`config.mk`:
```
export PLATFORM = sky130hd
export DESIGN_NAME = ed_decoder
export DESIGN_NICKNAME = d
export VERILOG_FILES = /design/src/rtl/ed_pkg.sv /design/src/rtl/ed_in_reg.sv /design/src/rtl/ed_class_decode.sv /design/src/rtl/ed_field_extract.sv /design/src/rtl/ed_decoder.sv
export SDC_FILE = /design/constraint.sdc
export NUM_CORES = 1
export LEC_CHECK = 0
export ABC_CLOCK_PERIOD_IN_PS = 5250
export BUFFER_PORTS_ARGS = -buffer_cell sky130_fd_sc_hd__buf_4
export CORE_UTILIZATION = 51
export CTS_CLUSTER_SIZE = 12
export DETAILED_ROUTE_END_ITERATION = 10
export PLACE_DENSITY = 0.89
export SLEW_MARGIN = 10
export SYNTH_ARGS = -nofsm -noshare
export SYNTH_HDL_FRONTEND = slang
export SYNTH_SLANG_ARGS = --single-unit
```
`constraint.sdc`:
```
create_clock -name clk -period 5.25 [get_ports clk]
set_clock_uncertainty 0.2 [all_clocks]
set_input_delay 0 -clock clk [delete_from_list [all_inputs] [get_ports clk]]
set_output_delay 0 -clock clk [all_outputs]
set_load 0.02 [all_outputs]
```
`src/rtl/ed_pkg.sv`:
```
package ed_pkg;

    localparam int PRE_W   = 3;
    localparam int ADDR_W  = 15;
    localparam int REG_W   = 3;
    localparam int WORD_W  = PRE_W + 2 * ADDR_W + REG_W;
    localparam int LOW_W   = ADDR_W + REG_W;

    localparam int N_TWO   = 7;
    localparam int N_ONE   = 500;
    localparam int N_NONE  = 50;
    localparam int N_TOTAL = N_TWO + N_ONE + N_NONE;
    localparam int IDX_W   = $clog2(N_TOTAL);

    localparam logic [PRE_W-1:0]  ESC_PRE  = '1;
    localparam logic [ADDR_W-1:0] ESC_SUB  = '1;
    localparam logic [PRE_W-1:0]  TWO_LIM  = PRE_W'(N_TWO);
    localparam logic [ADDR_W-1:0] ONE_LIM  = ADDR_W'(N_ONE);
    localparam logic [LOW_W-1:0]  NONE_LIM = LOW_W'(N_NONE);
    localparam logic [IDX_W-1:0]  BASE_ONE  = IDX_W'(N_TWO);
    localparam logic [IDX_W-1:0]  BASE_NONE = IDX_W'(N_TWO + N_ONE);

    typedef enum logic [1:0] {
        CLS_BAD  = 2'd0,
        CLS_TWO  = 2'd1,
        CLS_ONE  = 2'd2,
        CLS_NONE = 2'd3
    } cls_e;

    typedef struct packed {
        logic [PRE_W-1:0]  pre;
        logic [ADDR_W-1:0] sub;
        logic [LOW_W-1:0]  low;
    } word_t;

    typedef struct packed {
        cls_e              cls;
        logic [IDX_W-1:0]  idx;
        logic [ADDR_W-1:0] addr_a;
        logic [ADDR_W-1:0] addr_b;
        logic [REG_W-1:0]  rsel;
    } dec_t;

    function automatic cls_e classify(input word_t w);
        cls_e c;
        c = CLS_BAD;
        if (w.pre != ESC_PRE) begin
            if (w.pre < TWO_LIM) c = CLS_TWO;
        end else if (w.sub < ONE_LIM) begin
            c = CLS_ONE;
        end else if (w.sub == ESC_SUB) begin
            if (w.low < NONE_LIM) c = CLS_NONE;
        end
        return c;
    endfunction

endpackage

```
`src/rtl/ed_in_reg.sv`:
```
module ed_in_reg
    import ed_pkg::*;
#(
    parameter int W = WORD_W
) (
    input  logic         clk,
    input  logic         rst,
    input  logic         d_valid,
    input  logic [W-1:0] d_word,
    output logic         q_valid,
    output logic [W-1:0] q_word
);

    always_ff @(posedge clk) begin
        if (rst) begin
            q_valid <= 1'b0;
            q_word  <= '0;
        end else begin
            q_valid <= d_valid;
            q_word  <= d_valid ? d_word : '0;
        end
    end

    p_latency_r2: assert property (@(posedge clk) disable iff (rst)
        $past(!rst) |-> (q_valid == $past(d_valid)));

    p_idle_word_r9: assert property (@(posedge clk) disable iff (rst)
        $past(!rst && !d_valid) |-> (q_word == '0));

endmodule

```
`src/rtl/ed_class_decode.sv`:
```
module ed_class_decode
    import ed_pkg::*;
(
    input  logic              valid,
    input  logic [WORD_W-1:0] word,
    output cls_e              cls
);

    word_t w;

    always_comb begin
        w   = word_t'(word);
        cls = valid ? classify(w) : CLS_BAD;
    end

endmodule

```
`src/rtl/ed_field_extract.sv`:
```
module ed_field_extract
    import ed_pkg::*;
(
    input  cls_e              cls,
    input  logic [WORD_W-1:0] word,
    output dec_t              dec
);

    logic [PRE_W-1:0]  f_pre;
    logic [ADDR_W-1:0] f_hi;
    logic [ADDR_W-1:0] f_mid;
    logic [REG_W-1:0]  f_reg;
    logic [LOW_W-1:0]  f_low;

    always_comb begin
        {f_pre, f_hi, f_mid, f_reg} = word;
        f_low = {f_mid, f_reg};
        dec   = '0;
        dec.cls = cls;
        unique case (cls)
            CLS_TWO: begin
                dec.idx    = IDX_W'(f_pre);
                dec.addr_a = f_hi;
                dec.addr_b = f_mid;
                dec.rsel   = f_reg;
            end
            CLS_ONE: begin
                dec.idx    = BASE_ONE + IDX_W'(f_hi);
                dec.addr_a = f_mid;
                dec.rsel   = f_reg;
            end
            CLS_NONE: begin
                dec.idx    = BASE_NONE + IDX_W'(f_low);
            end
            default: dec = '0;
        endcase
    end

endmodule

```
`src/rtl/ed_decoder.sv`:
```
module ed_decoder
    import ed_pkg::*;
(
    input  logic              clk,
    input  logic              rst,
    input  logic              in_valid,
    input  logic [WORD_W-1:0] in_word,
    output logic              out_valid,
    output logic              out_illegal,
    output logic [1:0]        out_class,
    output logic [IDX_W-1:0]  out_index,
    output logic [ADDR_W-1:0] out_addr_a,
    output logic [ADDR_W-1:0] out_addr_b,
    output logic [REG_W-1:0]  out_reg
);

    logic              r_valid;
    logic [WORD_W-1:0] r_word;
    cls_e              cls;
    dec_t              dec;

    ed_in_reg #(.W(WORD_W)) u_in_reg (
        .clk     (clk),
        .rst     (rst),
        .d_valid (in_valid),
        .d_word  (in_word),
        .q_valid (r_valid),
        .q_word  (r_word)
    );

    ed_class_decode u_class (
        .valid (r_valid),
        .word  (r_word),
        .cls   (cls)
    );

    ed_field_extract u_fields (
        .cls  (cls),
        .word (r_word),
        .dec  (dec)
    );

    always_comb begin
        out_valid   = r_valid;
        out_illegal = r_valid && (dec.cls == CLS_BAD);
        out_class   = dec.cls;
        out_index   = dec.idx;
        out_addr_a  = dec.addr_a;
        out_addr_b  = dec.addr_b;
        out_reg     = dec.rsel;
    end

    p_reset_r1: assert property (@(posedge clk)
        rst |=> (!out_valid && out_index == '0 && out_class == 2'd0));

    p_excl_r7: assert property (@(posedge clk) disable iff (rst)
        out_valid |-> (out_illegal == (out_class == 2'd0)));

    p_range_two_r8: assert property (@(posedge clk) disable iff (rst)
        (out_class == 2'd1) |-> (out_index < BASE_ONE));

    p_range_one_r8: assert property (@(posedge clk) disable iff (rst)
        (out_class == 2'd2) |-> (out_index >= BASE_ONE && out_index < BASE_NONE));

    p_range_none_r8: assert property (@(posedge clk) disable iff (rst)
        (out_class == 2'd3) |-> (out_index >= BASE_NONE && out_index < IDX_W'(N_TOTAL)));

    p_bad_zero_r6: assert property (@(posedge clk) disable iff (rst)
        out_illegal |-> (out_index == '0 && out_addr_a == '0 && out_addr_b == '0 && out_reg == '0));

    p_none_fields_r5: assert property (@(posedge clk) disable iff (rst)
        (out_class == 2'd3) |-> (out_addr_a == '0 && out_addr_b == '0 && out_reg == '0));

    p_idle_r9: assert property (@(posedge clk) disable iff (rst)
        !out_valid |-> (!out_illegal && out_class == 2'd0 && out_index == '0));

endmodule

```
; Yosys cells after proc, flatten, opt, wreduce, memory -nomap -nowiden
; Index checks and enable logic that the tools add are counted.
[classes]
n_reduce_logical = 5
n_addsub = 2
mux = 11
magnitude_cmp = 3
bitwise = 1
eq_ne = 5
[ops]
columns = cell, n
row1 = case mux 10 bit (3 select lines), 1
row2 = case mux 15 bit (2 select lines), 1
row3 = "less-than comparator 18 x 6 -> 1 bit, second input constant", 1
row4 = "equality test 15 bit, second input constant", 1
row5 = "less-than comparator 15 x 9 -> 1 bit, second input constant", 1
row6 = two-way mux 15 bit, 1
row7 = two-way mux 2 bit, 6
row8 = "adder 3 x 10 -> 10 bit, first input constant", 1
row9 = "adder 9 x 10 -> 10 bit, first input constant", 1
row10 = "equality test 2 bit, second input constant", 2
row11 = OR reduction 2 bit, 2
row12 = "less-than comparator 3 bit, second input constant", 1
row13 = two-way mux 3 bit, 1
row14 = "!= test 3 bit, second input constant", 1
row15 = OR reduction 3 bit, 1
row16 = "equality test 2 x 1 -> 1 bit, second input constant", 1
row17 = logical NOT 2 bit, 1
row18 = logical AND 1 bit, 1
row19 = two-way mux 1 bit, 1
row20 = NOT 1 bit, 1
[word_totals]
register_bits = 37
wordCells = 29
input_bits = 39
output_inout_bits = 47

; Longest topological paths before layout
[depth]
depth_word = 11
depth_mapped = 10
mapped_depth_nobuf = 9

; Cells and area by module
; From an unflattened synthesis, not the netlist that was laid out.
[unflattened]
cells_unflattened = 238
hier_area_um2 = 2184.6
[by_module_without_submodules]
columns = module, n_inst, cells_per_inst, seq_area_each_um2, area_per_inst_um2
row1 = ed_in_reg, 1, 80, 740.7, 1114.8
row2 = ed_field_extract, 1, 137, 0.0, 922.1
row3 = ed_class_decode, 1, 20, 0.0, 135.1
row4 = ed_decoder, 1, 1, 0.0, 12.5

; Least setup slack after synthesis
; No wires, ideal clock.
[synth_timing]
path_type = register -> output
start = register u_in_reg.q_word[22]
end = output port out_index[7]
arrival_ns = 2.467
required_ns = 5.050
slack_ns = 2.583
n_path_buf = 2
path_stages_with_launch = 10
cell_sequence = dfxtp_1 -> nand4_2 -> or2_1 -> o31ai_2 -> and3_2 -> ha_1 -> clkbuf_1 -> clkbuf_1 -> o21ai_0 -> a31oi_1
[synth_between]
elab_chain_len = 7
elab_cells_between_ends = 11
cone_classes = 1 x add/sub / 1 x order compare / 4 x eq/ne / 5 x mux
[synth_rtl]
columns = element, line
row1 = start: declaration, ed_in_reg.sv:11  ; output logic [W-1:0] q_word
row2 = start signal: assignment, ed_in_reg.sv:20  ; q_word <= d_valid ? d_word : '0;
row3 = branches (longest 6 deep; another with less-than comparator 15 x 9 -> 1 bit), -
row4 = case mux 10 bit (3 select lines) (*), ed_field_extract.sv:20  ; unique case (cls)
row5 = end: declaration, ed_decoder.sv:11  ; output logic [IDX_W-1:0] out_index,
; Every way passes the cells marked *.

; Final worst setup path
[layout_timing]
start = register u_in_reg.q_word[3]
end = output port out_addr_a[11]
[layout_between]
elab_chain_len = 8
elab_cells_between_ends = 9
cone_classes = 1 x order compare / 2 x eq/ne / 6 x mux
[layout_rtl]
columns = element, line
row1 = less-than comparator 18 x 6 -> 1 bit (*), ed_pkg.sv:52  ; if (w.low < NONE_LIM) c = CLS_NONE;
row2 = two-way mux 2 bit (*), ed_pkg.sv:52
row3 = two-way mux 2 bit (*), ed_pkg.sv:51  ; end else if (w.sub == ESC_SUB) begin
row4 = two-way mux 2 bit (*), ed_pkg.sv:49  ; end else if (w.sub < ONE_LIM) begin
row5 = two-way mux 2 bit (*), ed_pkg.sv:47  ; if (w.pre != ESC_PRE) begin
row6 = two-way mux 2 bit (*), ed_class_decode.sv:13  ; cls = valid ? classify(w) : CLS_BAD;
row7 = equality test 2 bit or equality test 2 x 1 -> 1 bit (tied branches), ed_field_extract.sv:20
row8 = case mux 15 bit (2 select lines) (*), ed_field_extract.sv:20
row9 = end: declaration, ed_decoder.sv:12  ; output logic [ADDR_W-1:0] out_addr_a,
; Mark *: on every way between the ends. The rest lies on a longest branch, timed or not.

==> reports/results.txt <==
Final Max Tran Viols: 0
antenna viol nets, final: 0
arrival time at the worst endpoint: 3.56 ns
Cell Area, Synth: 2041 µm²
clock tree from TritonCTS: yes
Routed WL per cell: 18.83 µm
Post-Route WL: 7607 µm
horizontal die dimension: 65.26 µm
# IOs: 86
CTS sink cnt: 37
leakage power figure: 1.365 nW
total number of vias: 2439
TritonCTS Buffers: 5
headroom to the max-slew limit: 0.3117
number of buffer cells added on primary ports: 85
most used cells in the layout excluding fill and tap cells: buf_4, and2_1, dlygate4sd3_1, dfxtp_1, nor2_1
fin crit period: 3.757 ns
Critical Path Sink Type: primary output
area overhead of the layout relative to synthesis: 53.77%
Post-Place Cell Area: 2678 µm²
end of the critical path: out_addr_a[11]
overflow left after global routing: 0
number of warnings printed during yosys synthesis: 0
Core Footprint: 3744 µm²
count of H-tree levels built during CTS: 2
Placement Rows: 22
buffers from clock root to sink, at most: 2
cell count after synthesis: 242
total power per unit cell area: 199.0 nW/µm²
Layout Cell Area excl Fill: 3138 µm²
area enclosed by the die boundary: 4258 µm²
Filler Cell Count: 196
first-pass iteration count of the detailed router: 6
RD Place Congestion: 0.8932
number of distinct library cell variants in the gate-level netlist after synthesis: 41
cell chosen for the clock root: clkbuf_8
final hold vios: 0
syn nets: 289
mean number of vias per cell: 6.037
FFs w/ async S/R, synth: 0
transition time of the tightest slew-check pin: 1.032 ns
DRT iter0 DRCs: 372
initial antenna violation count: 0
part of the cycle the worst path needs: 0.7157
prevailing post-synth register cell: dfxtp_1
Max Clk Rate: 266.1 MHz
status: finished clean
number of synthesized flops with an enable pin: 0
Antenna diodes: 0
Hold Crit Class: input port to register
maximum fanout along the worst path: 33
setup tns final: 0 ns
crit start category: register
Max-cap violations: 0
global-route wire length before repair: 11790 µm
maximum number of pins on one net before global-route repair: 38
type of the worst setup path: register to primary output
maximum vdd ir drop: 0.0002105 V
die span in y: 65.26 µm
number of global-route vias before repair: 2284
Starting Density: 0.5451
hpwl dp: 4162 µm
RSZ-0062 raised after global routing: no
sequential area share after synthesis: 0.3630
count of endpoints failing setup in the final report: 0
share of the core filled with cells: 0.8382
residual DRC count: 0
most frequent standard cell in the layout excluding fill and tap cells: buf_4
number of cells on the worst hold path: 3
final net count: 403
critical path startpoint: u_in_reg.q_word[3]
clock slew seen by the registers of the worst setup and hold paths: 0.07 ns
mean post-synth cell area: 8.433 µm²
total global routing track utilization: 0.3751
fraction of final layout cells with drive strength greater than 1: 0.2725
Seq cells post-synth: 37
required time reported for the critical path endpoint: 5.05 ns
==> worst min path at each step <==
stage	to	startpoint
3_3_place_gp	u_in_reg.q_word[16]	in_word[16]
6_report	u_in_reg.q_valid	in_valid
4_1_cts	u_in_reg.q_valid	in_valid
3_5_place_dp	u_in_reg.q_word[13]	in_word[13]
2_1_floorplan	u_in_reg.q_word[0]	in_word[0]
5_1_grt	u_in_reg.q_valid	in_valid
==> state kept, by name (all words and copies together) (netlist names) <==
register          cells
u_in_reg.q_valid      1
u_in_reg.q_word      36
==> area by class of cell <==
class                   count  area [µm²]  area share
clock buffers               6       82.58     0.02632
clock inverters             1       7.507    0.002392
inverters                   8       30.03    0.009569
multi-input cells         181        1201      0.3828
flip-flops and latches     37       740.7      0.2360
well taps                  48       60.06     0.01914
repair buffers            123        1016      0.3238
==> repair_timing <==
action | 4_1_cts | 5_1_grt
hold endpoints to repair | 37 | 0
buffers inserted | 0 | 0
gates resized for setup | 0 | 0
hold buffers | 37 | 0
==> logic make-up (layout without fill, tap and decap cells) <==
kind of cell,Yosys count,count (layout),share of synthesized area
multiplexers,1,1,0.004905
XOR/XNOR,8,8,0.03433
flip-flops,37,37,0.3630
adder cells (fa/ha/maj),8,8,0.04905
AND/OR/NAND/NOR,121,121,0.3446
AO/OA/AOI/OAI,43,43,0.1557
buffers and inverters,24,138,0.04843
==> cells in the mapped netlist, drive strengths merged (2+ instances only) <==
library cell,number,area share
o31a,2,0.0086
o21ai,6,0.015
nor4b,3,0.013
nand3,3,0.0074
o311ai,2,0.0086
a22oi,16,0.059
clkbuf,15,0.028
and3,4,0.013
o211ai,2,0.0074
and2,52,0.16
o22ai,2,0.0061
and4b,2,0.0098
a222oi,3,0.015
nand2,8,0.015
dfxtp,37,0.36
a21oi,2,0.0049
xor2,4,0.017
nand2b,3,0.0092
nor2,23,0.042
xnor2,4,0.017
nor3,10,0.030
nor2b,4,0.012
nand4,4,0.015
ha,8,0.049
inv,8,0.015
o21a,5,0.018
==> per-stage QoR <==
step,std cells,power [mW],hold slack (ns),setup slack (ns)
after floorplan,242,0.3541,-0.07829,2.583
after global placement,360,0.3907,0.001183,2.145
after detailed placement,360,0.3934,0.003721,2.033
after CTS,404,0.6100,0.02876,1.722
after global routing,404,0.6434,0.04462,1.251
final,404,0.6244,0.04119,1.493
==> routing by layer <==
layer  GRT usage  vias to the layer above  wire [µm]
met3     0.09549                       50        861
met1      0.4620                     1124       2877
li1            -                     1061          -
met2      0.5941                      204       3468
met5           0                        -          0
met4      0.2065                        0        399
==> power breakdown <==
part	switching, mW	internal (mW)	total [mW]
logic	0.0481	0.0618	0.110
registers	0.0163	0.292	0.308
clock network	0.102	0.104	0.206
==> critical path: stages (launching register included) <==
cell	delay, ns
dfxtp_1	0.43
o311ai_0	0.44
nand4_1	0.22
nor3_1	0.39
o21a_1	0.20
ha_1	0.85
a22oi_1	0.25
nor2_1	0.27
buf_4	0.20
No activity file was read; power rests on OpenSTA's default activity.
